<file path="config.mk">
export PLATFORM = sky130hd
export DESIGN_NAME = otp_prog_if
export DESIGN_NICKNAME = d
export VERILOG_FILES = /design/src/rtl/otp_pkg.sv /design/src/rtl/otp_mode_sync.sv /design/src/rtl/otp_addr_seq.sv /design/src/rtl/otp_strobe_timer.sv /design/src/rtl/otp_bus_drv.sv /design/src/rtl/otp_prog_if.sv
export SDC_FILE = /design/constraint.sdc
export NUM_CORES = 1
export LEC_CHECK = 0
export BUFFER_PORTS_ARGS = -buffer_cell sky130_fd_sc_hd__buf_2
export CORE_ASPECT_RATIO = 1.2
export CORE_MARGIN = 2
export CORE_UTILIZATION = 45
export DETAILED_ROUTE_END_ITERATION = 10
export GPL_ROUTABILITY_DRIVEN = 1
export GPL_TIMING_DRIVEN = 0
export PLACE_DENSITY_LB_ADDON = 0.3
export SYNTH_ARGS = -nofsm -noshare
export SYNTH_HDL_FRONTEND = slang
export SYNTH_SLANG_ARGS = --single-unit
</file>
<file path="constraint.sdc">
create_clock -name clk -period 2.7 [get_ports clk]
set_input_delay 0.27 -clock clk [delete_from_list [all_inputs] [get_ports clk]]
set_output_delay 0.27 -clock clk [all_outputs]
set_load 0.01 [all_outputs]
</file>
<file path="src/rtl/otp_pkg.sv">
package otp_pkg;

  typedef enum logic [2:0] {
    MODE_IDLE,
    MODE_CLEAR,
    MODE_WRITE,
    MODE_VERIFY,
    MODE_INHIBIT
  } otp_mode_t;

  // pins are {MD3,MD2,MD1,MD0}
  function automatic otp_mode_t decode_mode(input logic [3:0] md);
    case (md)
      4'b0101: decode_mode = MODE_CLEAR;
      4'b1110: decode_mode = MODE_WRITE;
      4'b1100: decode_mode = MODE_VERIFY;
      4'b1101,
      4'b1111: decode_mode = MODE_INHIBIT;
      default: decode_mode = MODE_IDLE;
    endcase
  endfunction

endpackage

</file>
<file path="src/rtl/otp_mode_sync.sv">
module otp_mode_sync
  import otp_pkg::*;
#(
  parameter int SYNC_STAGES = 2
) (
  input  logic       clk,
  input  logic       rst,
  input  logic [3:0] md_pins,
  output otp_mode_t  mode
);

  logic [3:0] stage_q [SYNC_STAGES];

  for (genvar g = 0; g < SYNC_STAGES; g++) begin : g_stage
    if (g == 0) begin : g_first
      always_ff @(posedge clk) begin
        if (rst) stage_q[0] <= '0;
        else     stage_q[0] <= md_pins;
      end
    end else begin : g_next
      always_ff @(posedge clk) begin
        if (rst) stage_q[g] <= '0;
        else     stage_q[g] <= stage_q[g-1];
      end
    end
  end

  always_ff @(posedge clk) begin
    if (rst) mode <= MODE_IDLE;
    else     mode <= decode_mode(stage_q[SYNC_STAGES-1]);
  end

endmodule

</file>
<file path="src/rtl/otp_addr_seq.sv">
module otp_addr_seq
  import otp_pkg::*;
#(
  parameter int WORDS       = 1002,
  parameter int SYNC_STAGES = 2,
  localparam int AW         = $clog2(WORDS)
) (
  input  logic          clk,
  input  logic          rst,
  input  logic          clk_pin,
  input  otp_mode_t     mode,
  output logic [AW-1:0] addr,
  output logic [1:0]    phase
);

  localparam logic [AW-1:0] LAST = AW'(WORDS - 1);

  logic [SYNC_STAGES-1:0] pin_sync;
  logic                   pin_prev;
  logic                   pin_fall;
  logic                   counting;

  always_ff @(posedge clk) begin
    if (rst) begin
      pin_sync <= '0;
      pin_prev <= 1'b0;
    end else begin
      pin_sync <= {pin_sync[SYNC_STAGES-2:0], clk_pin};
      pin_prev <= pin_sync[SYNC_STAGES-1];
    end
  end

  assign pin_fall = pin_prev & ~pin_sync[SYNC_STAGES-1];
  assign counting = (mode == MODE_WRITE) || (mode == MODE_VERIFY);

  always_ff @(posedge clk) begin
    if (rst || mode == MODE_CLEAR) begin
      addr  <= '0;
      phase <= '0;
    end else if (pin_fall && counting) begin
      phase <= phase + 2'd1;
      if (phase == 2'd2 && addr != LAST) addr <= addr + 1'b1;
    end
  end

  assert_clear_R2: assert property (@(posedge clk) disable iff (rst)
    mode == MODE_CLEAR |=> (addr == '0 && phase == '0));

  assert_hold_R4: assert property (@(posedge clk) disable iff (rst)
    (mode == MODE_INHIBIT || mode == MODE_IDLE) |=> ($stable(addr) && $stable(phase)));

  assert_step_R3: assert property (@(posedge clk) disable iff (rst)
    addr != $past(addr) |-> (addr == $past(addr) + 1'b1 || addr == '0));

  assert_no_overflow_R5: assert property (@(posedge clk) disable iff (rst)
    addr <= LAST);

endmodule

</file>
<file path="src/rtl/otp_strobe_timer.sv">
module otp_strobe_timer
  import otp_pkg::*;
#(
  parameter int PULSE_CYC = 1000,
  parameter int AW        = 10,
  parameter int BUS_W     = 8,
  localparam int CW       = $clog2(PULSE_CYC + 1)
) (
  input  logic             clk,
  input  logic             rst,
  input  otp_mode_t        mode,
  input  logic [AW-1:0]    addr,
  input  logic             phase_lsb,
  input  logic [BUS_W-1:0] bus_in,
  output logic             we,
  output logic [AW-1:0]    waddr,
  output logic [BUS_W-1:0] wdata,
  output logic             whi
);

  logic          was_write;
  logic [CW-1:0] cnt;
  logic          in_write;
  logic          start;

  assign in_write = (mode == MODE_WRITE);
  assign start    = in_write && !was_write && !we;

  always_ff @(posedge clk) begin
    if (rst) begin
      was_write <= 1'b0;
      we        <= 1'b0;
      cnt       <= '0;
      waddr     <= '0;
      wdata     <= '0;
      whi       <= 1'b0;
    end else begin
      was_write <= in_write;
      if (start) begin
        we    <= 1'b1;
        cnt   <= '0;
        waddr <= addr;
        wdata <= bus_in;
        whi   <= phase_lsb;
      end else if (we) begin
        if (cnt == CW'(PULSE_CYC - 1)) we <= 1'b0;
        cnt <= cnt + 1'b1;
      end
    end
  end

  // independent width and restart watchers
  logic [CW:0] chk_len;
  logic        chk_fired;

  always_ff @(posedge clk) begin
    if (rst) begin
      chk_len   <= '0;
      chk_fired <= 1'b0;
    end else begin
      chk_len   <= we ? chk_len + 1'b1 : '0;
      chk_fired <= in_write && (chk_fired || we);
    end
  end

  assert_width_R8: assert property (@(posedge clk) disable iff (rst)
    $fell(we) |-> chk_len == (CW+1)'(PULSE_CYC));

  assert_no_retrigger_R10: assert property (@(posedge clk) disable iff (rst)
    $rose(we) |-> !chk_fired);

endmodule

</file>
<file path="src/rtl/otp_bus_drv.sv">
module otp_bus_drv
  import otp_pkg::*;
#(
  parameter int WORD_W = 10,
  parameter int BUS_W  = 8,
  localparam int HI_W  = WORD_W - BUS_W
) (
  input  logic              clk,
  input  logic              rst,
  input  otp_mode_t         mode,
  input  logic              phase_lsb,
  input  logic [WORD_W-1:0] rdata,
  output logic [BUS_W-1:0]  bus_out,
  output logic              bus_oe
);

  logic [BUS_W-1:0] upper_ext;
  assign upper_ext = {{(BUS_W-HI_W){1'b0}}, rdata[WORD_W-1:BUS_W]};

  always_ff @(posedge clk) begin
    if (rst) begin
      bus_out <= '0;
      bus_oe  <= 1'b0;
    end else begin
      bus_oe <= (mode == MODE_VERIFY);
      if (mode == MODE_VERIFY) bus_out <= phase_lsb ? upper_ext : rdata[BUS_W-1:0];
      else                     bus_out <= '0;
    end
  end

  assert_upper_zero_R7: assert property (@(posedge clk) disable iff (rst)
    (bus_oe && $past(phase_lsb)) |-> bus_out[BUS_W-1:HI_W] == '0);

endmodule

</file>
<file path="src/rtl/otp_prog_if.sv">
module otp_prog_if
  import otp_pkg::*;
#(
  parameter int WORDS       = 1002,
  parameter int WORD_W      = 10,
  parameter int BUS_W       = 8,
  parameter int PULSE_CYC   = 1000,
  parameter int SYNC_STAGES = 2,
  localparam int AW         = $clog2(WORDS)
) (
  input  logic              clk,
  input  logic              rst,
  input  logic              prog_clk_pin,
  input  logic [3:0]        md_pins,
  input  logic [BUS_W-1:0]  bus_in,
  output logic [BUS_W-1:0]  bus_out,
  output logic              bus_oe,
  output logic [AW-1:0]     mem_addr,
  output logic [BUS_W-1:0]  mem_wdata,
  output logic              mem_whi,
  output logic              mem_we,
  input  logic [WORD_W-1:0] mem_rdata
);

  otp_mode_t      mode;
  logic [AW-1:0]  addr;
  logic [AW-1:0]  waddr;
  logic [1:0]     phase;

  otp_mode_sync #(.SYNC_STAGES(SYNC_STAGES)) u_mode (
    .clk(clk), .rst(rst), .md_pins(md_pins), .mode(mode)
  );

  otp_addr_seq #(.WORDS(WORDS), .SYNC_STAGES(SYNC_STAGES)) u_seq (
    .clk(clk), .rst(rst), .clk_pin(prog_clk_pin), .mode(mode),
    .addr(addr), .phase(phase)
  );

  otp_strobe_timer #(.PULSE_CYC(PULSE_CYC), .AW(AW), .BUS_W(BUS_W)) u_tmr (
    .clk(clk), .rst(rst), .mode(mode), .addr(addr), .phase_lsb(phase[0]),
    .bus_in(bus_in), .we(mem_we), .waddr(waddr), .wdata(mem_wdata), .whi(mem_whi)
  );

  otp_bus_drv #(.WORD_W(WORD_W), .BUS_W(BUS_W)) u_bus (
    .clk(clk), .rst(rst), .mode(mode), .phase_lsb(phase[0]),
    .rdata(mem_rdata), .bus_out(bus_out), .bus_oe(bus_oe)
  );

  assign mem_addr = mem_we ? waddr : addr;

  logic unused_phase_msb;
  assign unused_phase_msb = phase[1];

endmodule

</file>
; ---- Word level (Yosys, flattened, before mapping)
; Memories as Yosys holds them, arrays and structs flattened.
; Index checks and enable logic that the tools add are counted.
; Widths: inputs -> output; s select.
[totals]
ram_bits = 8
wordCells = 58
memories = 1
register_bits = 58
input_bits = 25
out_inout_bits = 29
[classes]
reduce_logical = 13
n_addsub = 3
eq_ne = 11
bitwise = 5
n_mux = 11
[memory_table]
columns = memory, words, word_bits, read_ports, rd_ports_with_merged_regs, wr, line
row1 = u_mode.stage_q, 2, 4, 2, 0, 2, otp_mode_sync.sv:12  ; logic [3:0] stage_q [SYNC_STAGES];
[ops]
columns = cell, n
row1 = $add 10x1->10 const B, 2
row2 = $eq 4x4->1 const B, 4
row3 = $pmux 3 s4, 1
row4 = $eq 10x10->1 const B, 1
row5 = $mux 10, 1
row6 = $ne 10x10->1 const B, 1
row7 = $mux 4, 2
row8 = $eq 3x2->1 const B, 2
row9 = $mux 1, 6
row10 = $reduce_or 2->1, 3
row11 = $eq 4x3->1 const B, 1
row12 = $logic_and 1x1->1, 4
row13 = $eq 3x1->1 const B, 1
row14 = $reduce_or 3->1, 1
row15 = $add 2x1->2 const B, 1
row16 = $eq 2x2->1 const B, 1
row17 = $logic_not 1->1, 2
row18 = $logic_or 1x1->1, 2
row19 = $mux 2, 1
row20 = $not 1->1, 2
row21 = $or 1x1->1, 2
row22 = $reduce_and 2->1, 1
row23 = $and 1x1->1, 1

; ---- Depth between registers and ports, before layout
[depth]
ltp_word = 4
ltp_mapped = 7
depth_no_buf = 6

; ---- By module
; Synthesis repeated with hierarchy kept, for this count alone.
[hier_totals]
cells_unflattened = 282
hier_area_um2 = 2783.9
[modules_own_cells]
columns = mod, instances, seq_area_each_um2, cells_per_inst, area_per_inst_um2
row1 = otp_strobe_timer, 1, 620.6, 146, 1257.5
row2 = otp_addr_seq, 1, 300.3, 78, 726.9
row3 = otp_mode_sync, 1, 220.2, 24, 321.6
row4 = otp_bus_drv, 1, 180.2, 23, 316.6
row5 = otp_prog_if, 1, 0.0, 11, 161.4

; ---- Worst setup path before layout
; No wires, ideal clock.
[synth_path]
path_kind = reg-to-reg
startpoint = register u_seq.phase[0]
endpoint = register u_seq.addr[7]
required_time_ns = 2.572
slack_ns = 1.267
period_less_slack_ns = 1.433
arrival_time_ns = 1.306
path_stages_with_launch = 8
n_path_buf = 1
setup_time_ns = 0.128
cell_sequence = dfxtp_1 clkbuf_1 inv_1 ha_1 nand3_1 nor4_2 xnor2_1 nor2_1
[synth_between]
elab_chain_len = 3
[synth_rtl]
columns = item, line
row1 = from (decl), otp_addr_seq.sv:13  ; output logic [1:0] phase
row2 = from (signal assigned), otp_addr_seq.sv:41  ; phase <= phase + 2'd1;
row3 = $eq 2x2->1, otp_addr_seq.sv:42  ; if (phase == 2'd2 && addr != LAST) addr <= addr + 1'b1;
row4 = $logic_and 1x1->1, otp_addr_seq.sv:42
row5 = $reduce_and 2->1 (no line), -
row6 = to (signal assigned), otp_addr_seq.sv:42
row7 = to (decl), otp_addr_seq.sv:12  ; output logic [AW-1:0] addr,
; Every way passes these cells.
; A chain may end at the register's enable or synchronous reset.

; ---- Worst setup path after layout
[layout_path]
startpoint = register u_tmr.we
endpoint = output port mem_addr[1]
[layout_between]
elab_chain_len = 1
[layout_rtl]
columns = item, line
row1 = from (decl), otp_strobe_timer.sv:15  ; output logic we,
row2 = from (signal assigned), otp_strobe_timer.sv:32  ; we <= 1'b0;
row3 = from (signal assigned), otp_strobe_timer.sv:40  ; we <= 1'b1;
row4 = from (signal assigned), otp_strobe_timer.sv:46  ; if (cnt == CW'(PULSE_CYC - 1)) we <= 1'b0;
row5 = $mux 10, otp_prog_if.sv:49  ; assign mem_addr = mem_we ? waddr : addr;
row6 = to (decl), otp_prog_if.sv:18  ; output logic [AW-1:0] mem_addr,
; Every way passes these cells.

==> impl_metrics.env <==
export IMPL_synth_async_reset_ratio_pct=0
export IMPL_fin_crit_ns=1.97
export IMPL_grt_pass1_vias=1835
export IMPL_hold_buffers=0
export IMPL_antenna_found_initial=0
export IMPL_cts_sinks=66
export IMPL_syn_nets=312
export IMPL_setup_viol=0
export IMPL_grt_max_degree=11
export IMPL_finClkSkew_ns=0.00611
export IMPL_die_h_um=86.8
export IMPL_vias=2049
export IMPL_final_common_cell="dfxtp_1"
export IMPL_maxCapViolCount=0
export IMPL_drcViolationCount=0
export IMPL_num_nets_final=375
export IMPL_ys_flop_type="dfxtp_1"
export IMPL_hold_slack_ns=0.132
export IMPL_cp_end_kind="output pin"
export IMPL_tightest_slew_ns=0.660
export IMPL_ios=54
export IMPL_ys_seq_area_share_pct=51.4
export IMPL_drt_wl_total_um=4820
export IMPL_die_area_um2=6330
export IMPL_cts_root_buf="clkbuf_8"
export IMPL_worstSetupPathType="reg2out"
export IMPL_p_seq_share_pct=57.0
export IMPL_worstPathRequired_ns=2.43
export IMPL_place_congestion=0.804
export IMPL_fin_setup_tns_ns=0
export IMPL_ir_worst_vdd_mv=0.311
export IMPL_period_share_pct=72.8
export IMPL_dr_pass1_iters=4
export IMPL_critPathLaunchType="flop"
export IMPL_p_leak_uw=0.00121
export IMPL_htreeDepth=3
export IMPL_grt_first_pass_wirelength_um=8030
export IMPL_clock_path_buffers=2
export IMPL_path_clk_slew_ns=0.07
export IMPL_ys_warn_count=0
export IMPL_powerDensity_nw_per_um2=562
export IMPL_drive_gt1_share_pct=24.5
export IMPL_worst_path_max_fanout=10
export IMPL_post_cts_buffers=0
export IMPL_ys_seq_elements=66
export IMPL_cts_resized=0
export IMPL_p_clk_share_pct=40.3
export IMPL_syn_avg_cell_area_um2=9.08
export IMPL_ant_nets=0
export IMPL_dp_hpwl_um=3360
export IMPL_finalHoldViolations=0
export IMPL_antenna_cells=0
export IMPL_core_um2=5590
export IMPL_cts_buffers=9
export IMPL_rsz0062_at_grt="no"
export IMPL_synth_edf_count=0
export IMPL_max_freq_mhz=509
export IMPL_synth_cell_types=35
export IMPL_slew_headroom_pct=55.7
export IMPL_synthesis_area_um2=2570
export IMPL_sw_frac_of_total_pct=21.3
export IMPL_mostFrequentLayoutCells="dfxtp_1, buf_2, nand2_1"
export IMPL_insertion_delay_ns=0.33
export IMPL_grt_overflow=0
export IMPL_port_buffers=52
export IMPL_avgViaCountPerCell=4.94
export IMPL_cts_tree="built"
export IMPL_hp_class="in2reg"
export IMPL_drv_slew=0
export IMPL_arrival_ns=1.70
export IMPL_first_iter_violations=70
export IMPL_rows=30
export IMPL_syn_to_final_growth_pct=19.6
export IMPL_start_util_pct=45.9
export IMPL_outcome="complete, no violations"
export IMPL_p_sw_uw=368
export IMPL_wl_per_cell_um=11.6
export IMPL_die_w_um=73.0
export IMPL_p_int_uw=1360
export IMPL_track_usage_pct=16.6
export IMPL_comb_power_share_pct=2.7
export IMPL_synthCells=283
[metal layers]
layer / share of wire, % / up-vias / GRT usage (%)
li1: - / 1065 / -
met1: 45 / 926 / 18.8
met2: 48 / 47 / 27.5
met3: 4.7 / 11 / 5.58
met4: 2.1 / 0 / 8.59
met5: 0 / - / 0
[cell usage after synthesis, types with 6 or more instances]
cell type  number  share of area, %
nand2_1        55               8.0
and2_1          6               1.5
nand4_1         6               1.5
nor3_1          9               1.8
nor2_1         25               3.7
dfxtp_1        66                51
xnor2_1        13               4.4
nor2b_1        12               2.9
mux2_2          7               3.1
clkbuf_1        8               1.2
a21oi_1        23               4.5
[stage by stage]
| stage | cell area, um^2 | instances | worst slack (ns) | total power (uW) | utilization (%) |
|---|---|---|---|---|---|
| 2_1_floorplan | 2570 | 283 | 1.27 | 1030 | - |
| 6_report | 3070 | 415 | 0.734 | 1730 | 54.9 |
| 4_1_cts | 3070 | 415 | 0.689 | 1750 | 54.9 |
| 3_3_place_gp | 2910 | 399 | 1.07 | 1050 | 52.0 |
| 3_5_place_dp | 2910 | 399 | 1.07 | 1050 | 52.0 |
| 5_1_grt | 3070 | 415 | 0.564 | 1790 | 54.9 |
[final cells by class]
cell class | count | area, um^2
Fill cell | 543 | 2520
Buffer | 15 | 73.8
Tap cell | 64 | 80.1
Inverter | 5 | 18.8
Timing Repair Buffer | 52 | 260
Clock buffer | 13 | 149
Sequential cell | 66 | 1320
Clock inverter | 3 | 15.0
Multi-Input combinational cell | 197 | 1150
[kinds of logic (layout without fill, tap and decap cells)]
logic type / after synthesis / in the layout / synth area share (%)
mux: 10 / 10 / 4.24
compound gates: 30 / 30 / 6.04
buf+inv: 20 / 88 / 3.60
fa+ha+maj: 4 / 4 / 1.95
flops: 66 / 66 / 51.4
xor+xnor: 17 / 17 / 5.80
simple gates: 136 / 136 / 26.9
[final timing paths]
path                            slack [ns]                  from               end  cells past startpoint
worst min register to register        0.40  u_mode.stage_q[1][1]    u_mode.mode[0]                      1
worst max-delay path                  0.73              u_tmr.we       mem_addr[1]                      5
worst min-delay path                  0.13          mem_rdata[3]  u_bus.bus_out[3]                      2
worst max register to register        1.10        u_seq.phase[0]     u_seq.addr[7]                      7
[critical path: stages, from the launching register on]
cell and delay, ns:
dfxtp_1 0.45, buf_2 0.30, buf_2 0.27, nand2_1 0.07, o21ai_0 0.10, buf_2 0.18
[power by group through the flow]
stage                     Clock, uW  Combinational [uW]  Sequential, uW
after global routing            757                52.5             986
after floorplan                   0                23.9            1010
after detailed placement          0                46.8            1010
after global placement            0                46.4            1010
after CTS                       719                47.0             985
final                           696                46.3             985
[registers in the layout, indices dropped and copies added (netlist names), 2 cells and up]
signal / cells
u_seq.addr: 10
u_mode.stage_q: 8
u_bus.bus_out: 8
u_tmr.wdata: 8
u_mode.mode: 3
u_seq.pin_sync: 2
u_seq.phase: 2
u_tmr.waddr: 10
u_tmr.cnt: 10
Power figures use the tool's default switching activity.
